<file path="config.mk">
export PLATFORM = sky130hd
export DESIGN_NAME = itc_channel
export DESIGN_NICKNAME = d
export VERILOG_FILES = /design/src/rtl/itc_channel.sv
export SDC_FILE = /design/constraint.sdc
export NUM_CORES = 1
export LEC_CHECK = 0
export ABC_CLOCK_PERIOD_IN_PS = 2600
export BUFFER_PORTS_ARGS = -buffer_cell sky130_fd_sc_hd__buf_2
export CAP_MARGIN = 0
export CORE_AREA = 2 2 109 111
export DETAILED_ROUTE_END_ITERATION = 16
export DIE_AREA = 0 0 111 113
export PLACE_DENSITY_LB_ADDON = 0.12
export RECOVER_POWER = 50
export SLEW_MARGIN = 15
export SYNTH_ARGS = -nofsm -noshare
export SYNTH_HDL_FRONTEND = slang
export SYNTH_SLANG_ARGS = --single-unit
</file>
<file path="constraint.sdc">
create_clock -name clk -period 2.6 [get_ports clk]
set_input_delay 0.26 -clock clk [delete_from_list [all_inputs] [get_ports clk]]
set_output_delay 0.26 -clock clk [all_outputs]
set_load 0.05 [all_outputs]
</file>
<file path="src/rtl/itc_channel.sv">
module itc_channel #(
  parameter int TW = 16,
  parameter int CW = 16
) (
  input  logic          clk,
  input  logic          rst_n,
  input  logic          pin_in,
  input  logic [TW-1:0] timer_a,
  input  logic [TW-1:0] timer_b,
  input  logic          host_we,
  input  logic [2:0]    host_addr,
  input  logic [15:0]   host_wdata,
  input  logic [2:0]    host_raddr,
  output logic [15:0]   host_rdata,
  output logic          irq
);
  logic [6:0]    ctrl;
  logic [CW-1:0] max_cnt, count;
  logic [TW-1:0] last_t, final_t;
  logic          armed, flag;
  logic          s1, s2, s3;

  wire [2:0]    edge_sel  = ctrl[2:0];
  wire          use_b     = ctrl[3];
  wire          continual = ctrl[4];
  wire [1:0]    prio      = ctrl[6:5];
  wire          init_req  = host_we && host_addr == 3'd2 && host_wdata[0];
  wire          clr_req   = host_we && host_addr == 3'd2 && host_wdata[1];
  wire          rise      = s2 && !s3;
  wire          fall      = !s2 && s3;
  wire          qual      = (edge_sel == 3'b001 && rise) || (edge_sel == 3'b010 && fall) ||
                            (edge_sel == 3'b011 && (rise || fall));
  wire          capture   = armed && prio != 2'd0 && qual && !init_req;
  wire [CW-1:0] limit     = (max_cnt == '0) ? CW'(1) : max_cnt;
  wire [CW-1:0] cnt_inc   = count + CW'(1);
  wire          terminal  = capture && cnt_inc == limit;
  wire [TW-1:0] tnow      = use_b ? timer_b : timer_a;

  assign irq = flag;

  always_ff @(posedge clk or negedge rst_n) begin
    if (!rst_n) begin
      s1 <= 1'b0;
      s2 <= 1'b0;
      s3 <= 1'b0;
    end else begin
      s1 <= pin_in;
      s2 <= s1;
      s3 <= s2;
    end
  end

  always_ff @(posedge clk or negedge rst_n) begin
    if (!rst_n) begin
      ctrl    <= '0;
      max_cnt <= '0;
    end else if (host_we) begin
      if (host_addr == 3'd0) ctrl    <= host_wdata[6:0];
      if (host_addr == 3'd1) max_cnt <= host_wdata[CW-1:0];
    end
  end

  always_ff @(posedge clk or negedge rst_n) begin
    if (!rst_n) begin
      count   <= '0;
      last_t  <= '0;
      final_t <= '0;
      armed   <= 1'b0;
      flag    <= 1'b0;
    end else begin
      if (clr_req) flag <= 1'b0;
      if (init_req) begin
        count <= '0;
        armed <= 1'b1;
      end else if (capture) begin
        last_t <= tnow;
        if (terminal) begin
          final_t <= tnow;
          flag    <= 1'b1;
          if (continual) count <= '0;
          else begin
            count <= cnt_inc;
            armed <= 1'b0;
          end
        end else begin
          count <= cnt_inc;
        end
      end
    end
  end

  always_comb begin
    host_rdata = '0;
    case (host_raddr)
      3'd0: host_rdata = {9'd0, ctrl};
      3'd1: host_rdata = 16'(max_cnt);
      3'd2: host_rdata = 16'(count);
      3'd3: host_rdata = 16'(last_t);
      3'd4: host_rdata = 16'(final_t);
      3'd5: host_rdata = {14'd0, armed, flag};
      default: host_rdata = '0;
    endcase
  end
endmodule


</file>
-- Word level (Yosys, flattened, before mapping)
Index checks and enable logic that the tools add are counted.
- flip-flop bits (word level): 76
- input bits: 58
- output and inout bits: 17
- add/sub/neg operators: 1
- eq/ne operators: 12
- multiplexer cells: 15
- bitwise gates (word level): 1
- reduce and logical (&&, ||, !) cells: 29
- operators with widths (kind ; number):
    two-way mux 16 bit ; 6
    one-hot mux 16 bit (6 select lines) ; 1
    adder 16 x 1 -> 16 bit (second input constant) ; 1
    equality test 16 bit ; 1
    logical NOT 16 bit ; 1
    equality test 3 x 2 -> 1 bit (second input constant) ; 5
    logical AND 1 bit ; 12
    equality test 3 x 1 -> 1 bit (second input constant) ; 3
    two-way mux 1 bit ; 8
    equality test 3 bit (second input constant) ; 2
    logical NOT 3 bit ; 2
    AND reduction 2 bit ; 3
    AND reduction 3 bit ; 2
    nonzero test 2 bit ; 3
    logical NOT 1 bit ; 3
    logical OR 1 bit ; 3
    != test 2 x 1 -> 1 bit (second input constant) ; 1
    inverter 1 bit ; 1

-- Depth between registers and ports, before layout
Gate-level depths: netlist (run 1).
- word-level depth: 11
- depth in mapped cells: 11

-- Least setup slack after synthesis (run 1)
OpenSTA, ideal clock, no wires.
- path kind: register -> register
- start: register s2
- end: register final_t[0]
- setup time: 0.125 ns
- data arrival time: 2.601 ns
- required time: 2.475 ns
- path slack: -0.125 ns
- cell stages (with the launch flop): 11
- buffers on the path: 1
- clock period less this slack: 2.725 ns
- path through: dfrtp_1 -> inv_1 -> ha_1 -> a21bo_2 -> a211oi_2 -> nand2b_1 -> clkbuf_1 -> nor3_1 -> nand4_1 -> nor4_4 -> mux2_2
- word-level cells in the longest chain between the ends: 9
- elaborated cells on any way between the ends: 13
- classes of those cells: 13 x reduce/logical
- ends and longest elaborated chain (element ; RTL line ; source):
    start: declaration ; 21 ; logic s1, s2, s3;
    start signal: assignment ; 44 ; s2 <= 1'b0;
    start signal: assignment ; 48 ; s2 <= s1;
    logical NOT 1 bit ; 30 ; wire fall = !s2 && s3;
    logical AND 1 bit ; 30 ;
    logical AND 1 bit or logical OR 1 bit (tied branches) ; 31, 32 ;
    logical OR 1 bit or logical AND 1 bit (tied branches) ; 31, 32 ;
    logical OR 1 bit * ; 31 ; wire qual = (edge_sel == 3'b001 && rise) || (edge_sel == 3'b010 && fall) ||
    logical AND 1 bit * (2 in a row) ; 33 ; wire capture = armed && prio != 2'd0 && qual && !init_req;
    logical AND 1 bit ; 36 ; wire terminal = capture && cnt_inc == limit;
    AND reduction 3 bit (no source line) * ; n/a ;
    end signal: assignment ; 78 ; final_t <= tnow;
    end: declaration ; 19 ; logic [TW-1:0] last_t, final_t;
Every way passes the cells marked *; elsewhere a longest branch is shown, timed or not.
A chain may end at the register's enable or synchronous reset.

-- Worst setup path after layout (run 1)
- start: register max_cnt[4]
- end: register final_t[0]
- word-level cells in the longest chain between the ends: 5
- ends and longest elaborated chain (element ; RTL line ; source):
    start: declaration ; 18 ; logic [CW-1:0] max_cnt, count;
    start signal: assignment ; 59 ; if (host_addr == 3'd1) max_cnt <= host_wdata[CW-1:0];
    logical NOT 16 bit ; 34 ; wire [CW-1:0] limit = (max_cnt == '0) ? CW'(1) : max_cnt;
    two-way mux 16 bit * ; 34 ;
    equality test 16 bit * ; 36 ;
    logical AND 1 bit * ; 36 ;
    AND reduction 3 bit (no source line) * ; n/a ;
Marks and branches as above.

==> impl_metrics.toml, run 1 <==
[yosys]
synthMostInstantiatedCell = "dfrtp_1"
ys_types = 49
synth_area_leaders = "dfrtp_1, mux2i_1, mux2_2"
synthTopCellsByCount = "dfrtp_1, mux2i_1, mux2_2, nand2_1, clkbuf_1"
synth_fa_ha_area_share_pct = 0.8453
synthCells = 435
synth-main-ff-cell = "dfrtp_1"
synth_compound_area_share_pct = 13.67
yosysSeqAreaShare_pct = 42.83
synth_largest_area_cell = "dfrtp_1"
muxShareOfSynthArea_pct = 18.51
synth_top_family_by_area = "multiplexers"
synth_xor_area_share_pct = 6.312
async_flop_share_pct = 100.0
ys_seq_elements = 76
ys.warnings.count = 0
netlist_area_mm2 = 0.004441
synth.avg_cell_area_um2 = 10.21
synth-simple-area-share_pct = 13.07
synth_edf_count = 0
syn_nets = 496
synth_top_area_share_pct = 42.83

[critical_path]
setup.worst_path.start_class = "register"
rrSetupSlack_ns = -0.19
crit_top_cell = "or4_4"
crit_slowest_cell = "or4_4"
cp_max_fo = 6
critical_path.max_stage_delay_ns = 0.54
reg2reg_depth = 8
r2r-end = "final_t[0]"
timing.rr.start = "max_cnt[4]"
crit_start = "max_cnt[4]"
endpoint = "final_t[0]"
crit_arrival_ns = 3.01
setup.worst_path.class = "reg2reg"
end_kind = "register"
path_cells = "or4_4, or4_4, o21ai_2, and4_1, o2111ai_2, nor4_4, buf_6, mux2_4"
required_ns = 2.82

[power_and_ir_drop]
power.internal_w = 0.003030
leakagePower_nw = 2.543
power_frac_clock_pct = 29.1
switching_share_pct = 34.61
seqPwrFrac_pct = 36.5
finalPower_w = 0.004634
power_per_cell_area_mw_per_mm2 = 817.9
ir_worst_vdd_v = 0.0003664
p_switching_w = 0.001604
combPwrFrac_pct = 34.4

[sta]
drv_slew = 77
worst_slew_margin_rel_pct = -33.20
finClkSkew_ns = 0.004411
period_minus_slack_ns = 2.785
setup_viol = 33
whs_ns = 0.02919
finalWorstSetupSlack_ns = -0.1852
fmax_ghz = 0.3590
hold_viol = 0
rsz0062_at_grt = "yes"
tightest_slew_ns = 1.998
period_share_pct = 107.1

[grt]
grt_overflow = 0
grt_max_degree = 77
grt_pass1_vias = 3830
antenna_found_initial = 0
grt_use_total_pct = 21.46
grt_pass1_wl_mm = 21.08

[drt]
dr.pass1.iters = 4
vias = 3745
drc_errors = 0
wl_mm = 12.94
wire_per_inst_um = 18.81
drt-initial-drc-count = 129
antenna_left = 0
via_per_inst = 5.443

[clocking]
cts_hold_buf = 0
clk_pin_slew_ns = 0.06
clock-sinks = 76
htreeDepth = 3
insertion_delay_ns = 0.34
cts_tree = "built"
numCtsBuffers = 9
clockBufferDepth = 2
root_buffer = "clkbuf_16"

[floorplanning]
die_w_um = 111
core_mm2 = 0.01127
start_util_pct = 39.39
io_pins = 75
chipHeight_um = 113
die_area_mm2 = 0.01254
rows = 39

[final_layout]
nFillCells = 1090
syn_to_final_growth_pct = 27.59
drive_above_1_share_pct = 35.23
multi_input_area_mm2 = 0.002404
diodes = 0
final_nets = 601
seq_area_mm2 = 0.001903
design_area_mm2 = 0.005665

[hold_path]
hold_class = "in2reg"
hold_path_depth = 1

[outcome]
violations = "capacitance limit, slew limit, setup timing"
run_status = "finished, violations left"

[placed_design]
placed_cell_area_mm2 = 0.005281
dp.final_hpwl_mm = 9.476
gp_congestion = 0.8535
port_buffers = 74

[run]
maxCapViolCount = 1
-- registers in the layout (all words and copies together), names as in the netlist, 7 cells and up --
register and flops:
count 16, ctrl 7, final_t 16, last_t 16
max_cnt 16
-- cells by family after synthesis --
| kind of cell | Yosys count |
|---|---|
| adders and majority gates | 3 |
| AOI/OAI and AO/OA | 90 |
| and+or+nand+nor | 105 |
| xor gates and xnor gates | 32 |
| buffers and inverters | 51 |
| muxes | 78 |
| DFF | 76 |
-- worst min path at each step --
| stage | endpoint | from |
|---|---|---|
| after global placement | s2 | s1 |
| final | s1 | pin_in |
| after global routing | s1 | pin_in |
| after floorplan | armed | rst_n |
| after detailed placement | s2 | s1 |
| after CTS | s1 | pin_in |
-- layout by cell type (no fill, tap or decap), types with 4 or more instances in the layout --
master and n:
a21oi_1 11, a22oi_1 13, a311oi_1 12, and4_1 4
buf_2 73, buf_4 49, buf_6 4, clkbuf_16 9
dfrtp_1 75, inv_1 17, mux2_2 30, mux2i_1 45
nand2_1 27, nand2b_1 6, nand3_1 6, nand4_1 5
nor2_1 19, nor2b_1 7, nor3_1 5, o21ai_0 19
o22ai_1 15, or3_1 4, xnor2_1 15, xor2_1 17
-- what timing repair did --
action,in CTS,in global routing
buffers inserted,1,0
setup endpoints to repair,32,33
resized for setup,9,6
pin swaps,3,0
-- final cells by class --
| cell class | count | area share, % |
|---|---|---|
| well taps | 143 | 3.158 |
| multi-input cells | 308 | 42.43 |
| inverters | 17 | 1.126 |
| flip-flops and latches | 76 | 33.59 |
| repair buffers | 128 | 14.09 |
| clock inverters | 5 | 1.325 |
| clock buffers | 11 | 4.284 |
-- worst max-delay path, delay by kind of cell, from the launching register on --
family                 cells  cell delay, ns
DFF                        1            0.38
muxes                      1            0.30
and+or+nand+nor            4            1.51
buffers and inverters      1            0.21
AOI/OAI and AO/OA          2            0.27
-- power groups by stage --
stage	clock network, W	logic, W	registers [W]
after floorplan	0	0.00101	0.00162
after global placement	0	0.00153	0.00170
after detailed placement	0	0.00156	0.00170
after CTS	0.00138	0.00159	0.00168
after global routing	0.00142	0.00174	0.00172
final	0.00135	0.00159	0.00169
-- metrics by stage --
stage	utilization [%]	setup TNS, ns	std cells	setup WS, ns
floorplan	-	-0.7044	435	-0.03206
global placement	46.85	-1.291	671	-0.06178
detailed placement	46.85	-2.637	671	-0.1413
CTS	50.07	-2.819	688	-0.1546
global route	50.26	-6.512	688	-0.2696
finish	50.26	-3.109	688	-0.1852
-- per-layer routing --
| metal | wire (um) | up-vias | global-route usage [%] |
|---|---|---|---|
| li1 | - | 1793 | - |
| met1 | 6290 | 1864 | 30.85 |
| met2 | 5981 | 78 | 34.19 |
| met3 | 508 | 10 | 2.464 |
| met4 | 160 | 0 | 6.750 |
| met5 | 0 | - | 0 |
Note: power is estimated with default switching activity, not from simulation.
==> inputs of run 2 (changes only) <==
--- a/config.mk
+++ b/config.mk
@@ -8,10 +8,10 @@
 export ABC_CLOCK_PERIOD_IN_PS = 2600
 export BUFFER_PORTS_ARGS = -buffer_cell sky130_fd_sc_hd__buf_2
 export CAP_MARGIN = 0
-export CORE_AREA = 2 2 109 111
+export CORE_AREA = 2 2 83 145
 export DETAILED_ROUTE_END_ITERATION = 16
-export DIE_AREA = 0 0 111 113
-export PLACE_DENSITY_LB_ADDON = 0.12
+export DIE_AREA = 0 0 85 147
+export PLACE_DENSITY = 0.69
 export RECOVER_POWER = 50
 export SLEW_MARGIN = 15
 export SYNTH_ARGS = -nofsm -noshare
==> run 2 against run 1 <==
Compared with the run above:
- the flow still finishes with violations (capacitance limit, slew limit, setup timing)
- clock power is 11% lower
- cell area is 0.77% lower
- critical path type unchanged
- clock skew is 0.0011 ns higher
- utilization is 0.89 points lower
- combinational power is 4% lower
- register-to-register slack better by 0.03 ns
- via count is 3.2% higher
- sequential power hardly changed
- critical path depth is 2 higher
- routed wire length is 0.77% lower
==> impl_metrics.toml, run 2 (same netlist as run 1, synthesis figures left out) <==
[outcome]
run_status = "finished, violations left"
violations = "capacitance limit, slew limit, setup timing"

[sta]
period_share_pct = 105.9
fmax_ghz = 0.3634
setup_viol = 30
drv_slew = 77
tightest_slew_ns = 1.915
finClkSkew_ns = 0.005494
period_minus_slack_ns = 2.752
whs_ns = 0.03175
finalWorstSetupSlack_ns = -0.1521
hold_viol = 0
rsz0062_at_grt = "yes"
fin_tns_setup_ns = -2.328
worst_slew_margin_rel_pct = -27.68

[placed_design]
placed_cell_area_mm2 = 0.005171
gp_congestion = 0.9337
port_buffers = 74
dp.cells = 648
dp.final_hpwl_mm = 9.354

[hold_path]
hold_class = "in2reg"

[critical_path]
end_kind = "register"
cp_num_buf_inv = 3
crit_arrival_ns = 2.97
crit_top_cell = "nand3_1"
cp_max_fo = 6
path_delay_family = "simple AND/OR/NAND/NOR gates"
path_cells = "nand3_1, nor3_1, buf_4, nand3_1, xnor2_1, o2111ai_2, nor4_4, buf_6, buf_12, mux2_4"
setup.worst_path.start_class = "register"
critical_path.max_stage_delay_ns = 0.42
required_ns = 2.82
crit_slowest_cell = "dfrtp_1"
setup.worst_path.class = "reg2reg"

[final_layout]
nFillCells = 984
multi_input_area_mm2 = 0.002414
fin_util_pct = 49.37
syn_to_final_growth_pct = 26.60
diodes = 0
final_common_cell = "dfrtp_1"
layout_common_cells = "dfrtp_1, buf_2, mux2i_1, buf_4, mux2_2"
final_nets = 594
drive_above_1_share_pct = 34.39
seq_area_mm2 = 0.001902
fin_cells = 673
design_area_mm2 = 0.005622

[grt]
antenna_found_initial = 0
grt_use_total_pct = 20.54
grt_pass1_wl_mm = 20.15
grt_pass1_vias = 3982
grt_max_degree = 77
grt_overflow = 0

[drt]
vias = 3864
via_per_inst = 5.741
wire_per_inst_um = 19.08
drc_errors = 0
antenna_left = 0
dr.pass1.iters = 6
drt-initial-drc-count = 301
wl_mm = 12.84

[clocking]
clock-sinks = 76
cts_hold_buf = 0
htreeDepth = 3
numCtsBuffers = 9
clk_pin_slew_ns = 0.06
root_buffer = "clkbuf_16"
clockBufferDepth = 2
insertion_delay_ns = 0.34
cts_tree = "built"

[floorplanning]
rows = 52
io_pins = 75
die_w_um = 85
chipHeight_um = 147
die_area_mm2 = 0.01250
core_mm2 = 0.01139
start_util_pct = 39.00

[run]
maxCapViolCount = 1

[power_and_ir_drop]
power_per_cell_area_mw_per_mm2 = 789.6
ir_worst_vdd_v = 0.0005924
leakagePower_nw = 2.504
run 2: worst paths after layout:
| path | startpoint | endpoint | slack (ns) | depth (start not counted) |
|---|---|---|---|---|
| min in group asynchronous | rst_n | s1 | 0.42 | 1 |
| setup / recovery | count[4] | final_t[2] | -0.15 | 10 |
| setup reg to reg | count[4] | final_t[2] | -0.15 | 10 |
| max in group asynchronous | rst_n | last_t[14] | 1.02 | 1 |
| hold reg to reg | s1 | s2 | 0.39 | 0 |
| hold / removal | pin_in | s1 | 0.03 | 1 |
run 2: cell type report:
class	count	area share, %
repair buffers	121	13.93
clock inverters	3	0.3561
inverters	17	1.135
flip-flops and latches	76	33.83
well taps	135	3.005
clock buffers	13	4.807
multi-input cells	308	42.93
run 2: metal layers:
layer / up-vias / global-route usage (%) / part of all wire, %
li1: 1783 / - / -
met4: 0 / 12.06 / 5.3
met3: 44 / 3.483 / 4.3
met1: 1905 / 23.23 / 37
met2: 132 / 35.63 / 53
met5: - / 0 / 0
run 2: what timing repair did:
item                       CTS  global route
gates cloned                 0             2
resized for setup            3            16
buffers inserted             3             4
pin swaps                    1             4
setup endpoints to repair   22            32
run 2: stage by stage:
stage	total power [W]	setup WS [ns]
global route	0.004680	-0.2198
detailed placement	0.003183	-0.1434
global placement	0.003133	-0.08455
finish	0.004439	-0.1521
CTS	0.004402	-0.03459
floorplan	0.002638	-0.03206
run 2: worst reg2reg max path, cell delays in order, from the launching register on:
cell and delay, ns:
dfrtp_1 0.42, nand3_1 0.24, nor3_1 0.36, buf_4 0.18, nand3_1 0.09, xnor2_1 0.25
o2111ai_2 0.21, nor4_4 0.29, buf_6 0.17, buf_12 0.12, mux2_4 0.30
run 2: power by group:
group | switching (W) | internal, W
combinational | 0.000848 | 0.000676
sequential | 0.000265 | 0.00145
clock | 0.000475 | 0.000723
==> inputs of run 3 (changes only) <==
--- a/config.mk
+++ b/config.mk
@@ -9,10 +9,12 @@
 export BUFFER_PORTS_ARGS = -buffer_cell sky130_fd_sc_hd__buf_2
 export CAP_MARGIN = 0
 export CORE_AREA = 2 2 83 145
+export CTS_CLUSTER_SIZE = 16
 export DETAILED_ROUTE_END_ITERATION = 16
 export DIE_AREA = 0 0 85 147
 export PLACE_DENSITY = 0.69
 export RECOVER_POWER = 50
+export REMOVE_ABC_BUFFERS = 1
 export SLEW_MARGIN = 15
 export SYNTH_ARGS = -nofsm -noshare
 export SYNTH_HDL_FRONTEND = slang
==> run 3 against run 2 <==
Compared with the run above:
- the run still ends with capacitance limit, slew limit, setup timing left
- worst setup slack worse by 0.071 ns
- utilization rose by 0.19 points
- non-clock buffer count rose by 5
- first-iteration DRC count rose by 3.7%
- largest power group unchanged
- highest routed layer unchanged
==> impl_metrics.toml, run 3 (same netlist as run 1, synthesis figures left out) <==
[sta]
finalWorstSetupSlack_ns = -0.2233
fmax_ghz = 0.3542
setup_viol = 33
period_minus_slack_ns = 2.823
tightest_slew_ns = 1.635
period_share_pct = 108.6
worst_slew_margin_rel_pct = -8.978
fin_tns_setup_ns = -6.152
finClkSkew_ns = 0.005819
hold_viol = 0
rsz0062_at_grt = "yes"
drv_slew = 30

[final_layout]
final_nets = 599
drive_above_1_share_pct = 32.97
nFillCells = 999
fin_cells = 678
design_area_mm2 = 0.005643
layout_common_cells = "dfrtp_1, buf_2, mux2i_1, buf_4, mux2_2"
fin_util_pct = 49.56
final_common_cell = "dfrtp_1"
syn_to_final_growth_pct = 27.08
seq_area_mm2 = 0.001902
diodes = 0
multi_input_area_mm2 = 0.002410

[critical_path]
setup.worst_path.start_class = "register"
crit_arrival_ns = 3.08
setup.worst_path.class = "reg2reg"
reg2reg_depth = 9
cp_max_fo = 5
timing.rr.start = "max_cnt[13]"
rrSetupSlack_ns = -0.22
r2r-end = "final_t[7]"
required_ns = 2.86
end_kind = "register"

[clocking]
root_buffer = "clkbuf_16"
htreeDepth = 3
clock-sinks = 76
insertion_delay_ns = 0.33
cts_tree = "built"
clockBufferDepth = 2
numCtsBuffers = 9
clk_pin_slew_ns = 0.06

[power_and_ir_drop]
seqPwrFrac_pct = 37.8
combPwrFrac_pct = 34.3
leakagePower_nw = 2.505
power.internal_w = 0.002941
ir_worst_vdd_v = 0.0004630
power_per_cell_area_mw_per_mm2 = 800.9
p_switching_w = 0.001578
switching_share_pct = 34.91
power_frac_clock_pct = 27.9

[placed_design]
gp_congestion = 0.9630
placed_cell_area_mm2 = 0.005205
dp.final_hpwl_mm = 9.546
dp.cells = 656
port_buffers = 74

[floorplanning]
die_area_mm2 = 0.01250
start_util_pct = 39.00
chipHeight_um = 147
io_pins = 75
rows = 52
die_w_um = 85
core_mm2 = 0.01139

[hold_path]
hold_class = "in2reg"
hp-start = "pin_in"
worst_hold_path.endpoint = "s1"
hold_path_depth = 1

[drt]
drc_errors = 0
antenna_left = 0
drt-initial-drc-count = 312
vias = 3797
via_per_inst = 5.600
dr.pass1.iters = 6
wire_per_inst_um = 19.18
wl_mm = 13.01

[grt]
grt_max_degree = 49
antenna_found_initial = 0
grt_pass1_vias = 3934
grt_use_total_pct = 21.43
grt_overflow = 0
grt_pass1_wl_mm = 20.77

[run]
maxCapViolCount = 1

[outcome]
run_status = "finished, violations left"
violations = "capacitance limit, slew limit, setup timing"
run 3: final cells by class:
class	count	area share [%]
tap	135	2.993
sequential	76	33.70
inverter	17	1.131
clock inverter	1	0.5322
clock buffer	15	4.745
multi-input combinational	308	42.71
timing repair buffer	126	14.19
run 3: worst max path at each step:
stage | from | endpoint | slack [ns] | cells past startpoint
after floorplan | s2 | final_t[0] | -2.10 | 9
after global placement | max_cnt[13] | final_t[1] | -0.12 | 8
after detailed placement | max_cnt[1] | final_t[2] | -0.19 | 8
after CTS | max_cnt[13] | final_t[5] | -0.15 | 9
after global routing | max_cnt[13] | final_t[15] | -0.35 | 9
final | max_cnt[13] | final_t[7] | -0.22 | 9
run 3: metrics by stage:
step	setup slack [ns]	hold WS [ns]	power (W)
finish	-0.2233	0.04128	0.004519
global placement	-0.1224	0.3394	0.003154
detailed placement	-0.1917	0.3523	0.003198
global route	-0.3495	0.04000	0.004737
floorplan	-2.099	-0.03559	0.002582
CTS	-0.1453	0.03581	0.004494
run 3: repair_timing:
| item | CTS | global route |
|---|---|---|
| hold endpoints to repair | 28 | 0 |
| hold buffers | 1 | 0 |
| pin swaps | 1 | 7 |
| resized for setup | 12 | 14 |
| gates cloned | 1 | 1 |
| setup endpoints to repair | 32 | 33 |
| setup buffers | 3 | 1 |
run 3: worst max-delay path, cell delays in order, from the launching register on:
cell and delay [ns]:
dfrtp_1 0.38, or4_4 0.53, or4_4 0.42, o21ai_2 0.11, and4_1 0.21, o2111ai_2 0.18, nor4_4 0.37, buf_4 0.21
clkbuf_16 0.16, mux2i_1 0.17
run 3: power by group through the flow:
| stage | Clock, W | Sequential, W | Combinational [W] |
|---|---|---|---|
| finish | 0.00126 | 0.00171 | 0.00155 |
| global route | 0.00132 | 0.00174 | 0.00167 |
| CTS | 0.00128 | 0.00170 | 0.00151 |
| detailed placement | 0 | 0.00172 | 0.00148 |
| global placement | 0 | 0.00171 | 0.00144 |
| floorplan | 0 | 0.00171 | 0.000870 |
run 3: layer usage:
layer / vias to the layer above / wire (um) / GRT usage (%)
met3: 27 / 558 / 2.809
li1: 1793 / - / -
met2: 119 / 7077 / 38.52
met5: - / 0 / 0
met4: 0 / 501 / 10.08
met1: 1858 / 4869 / 24.66
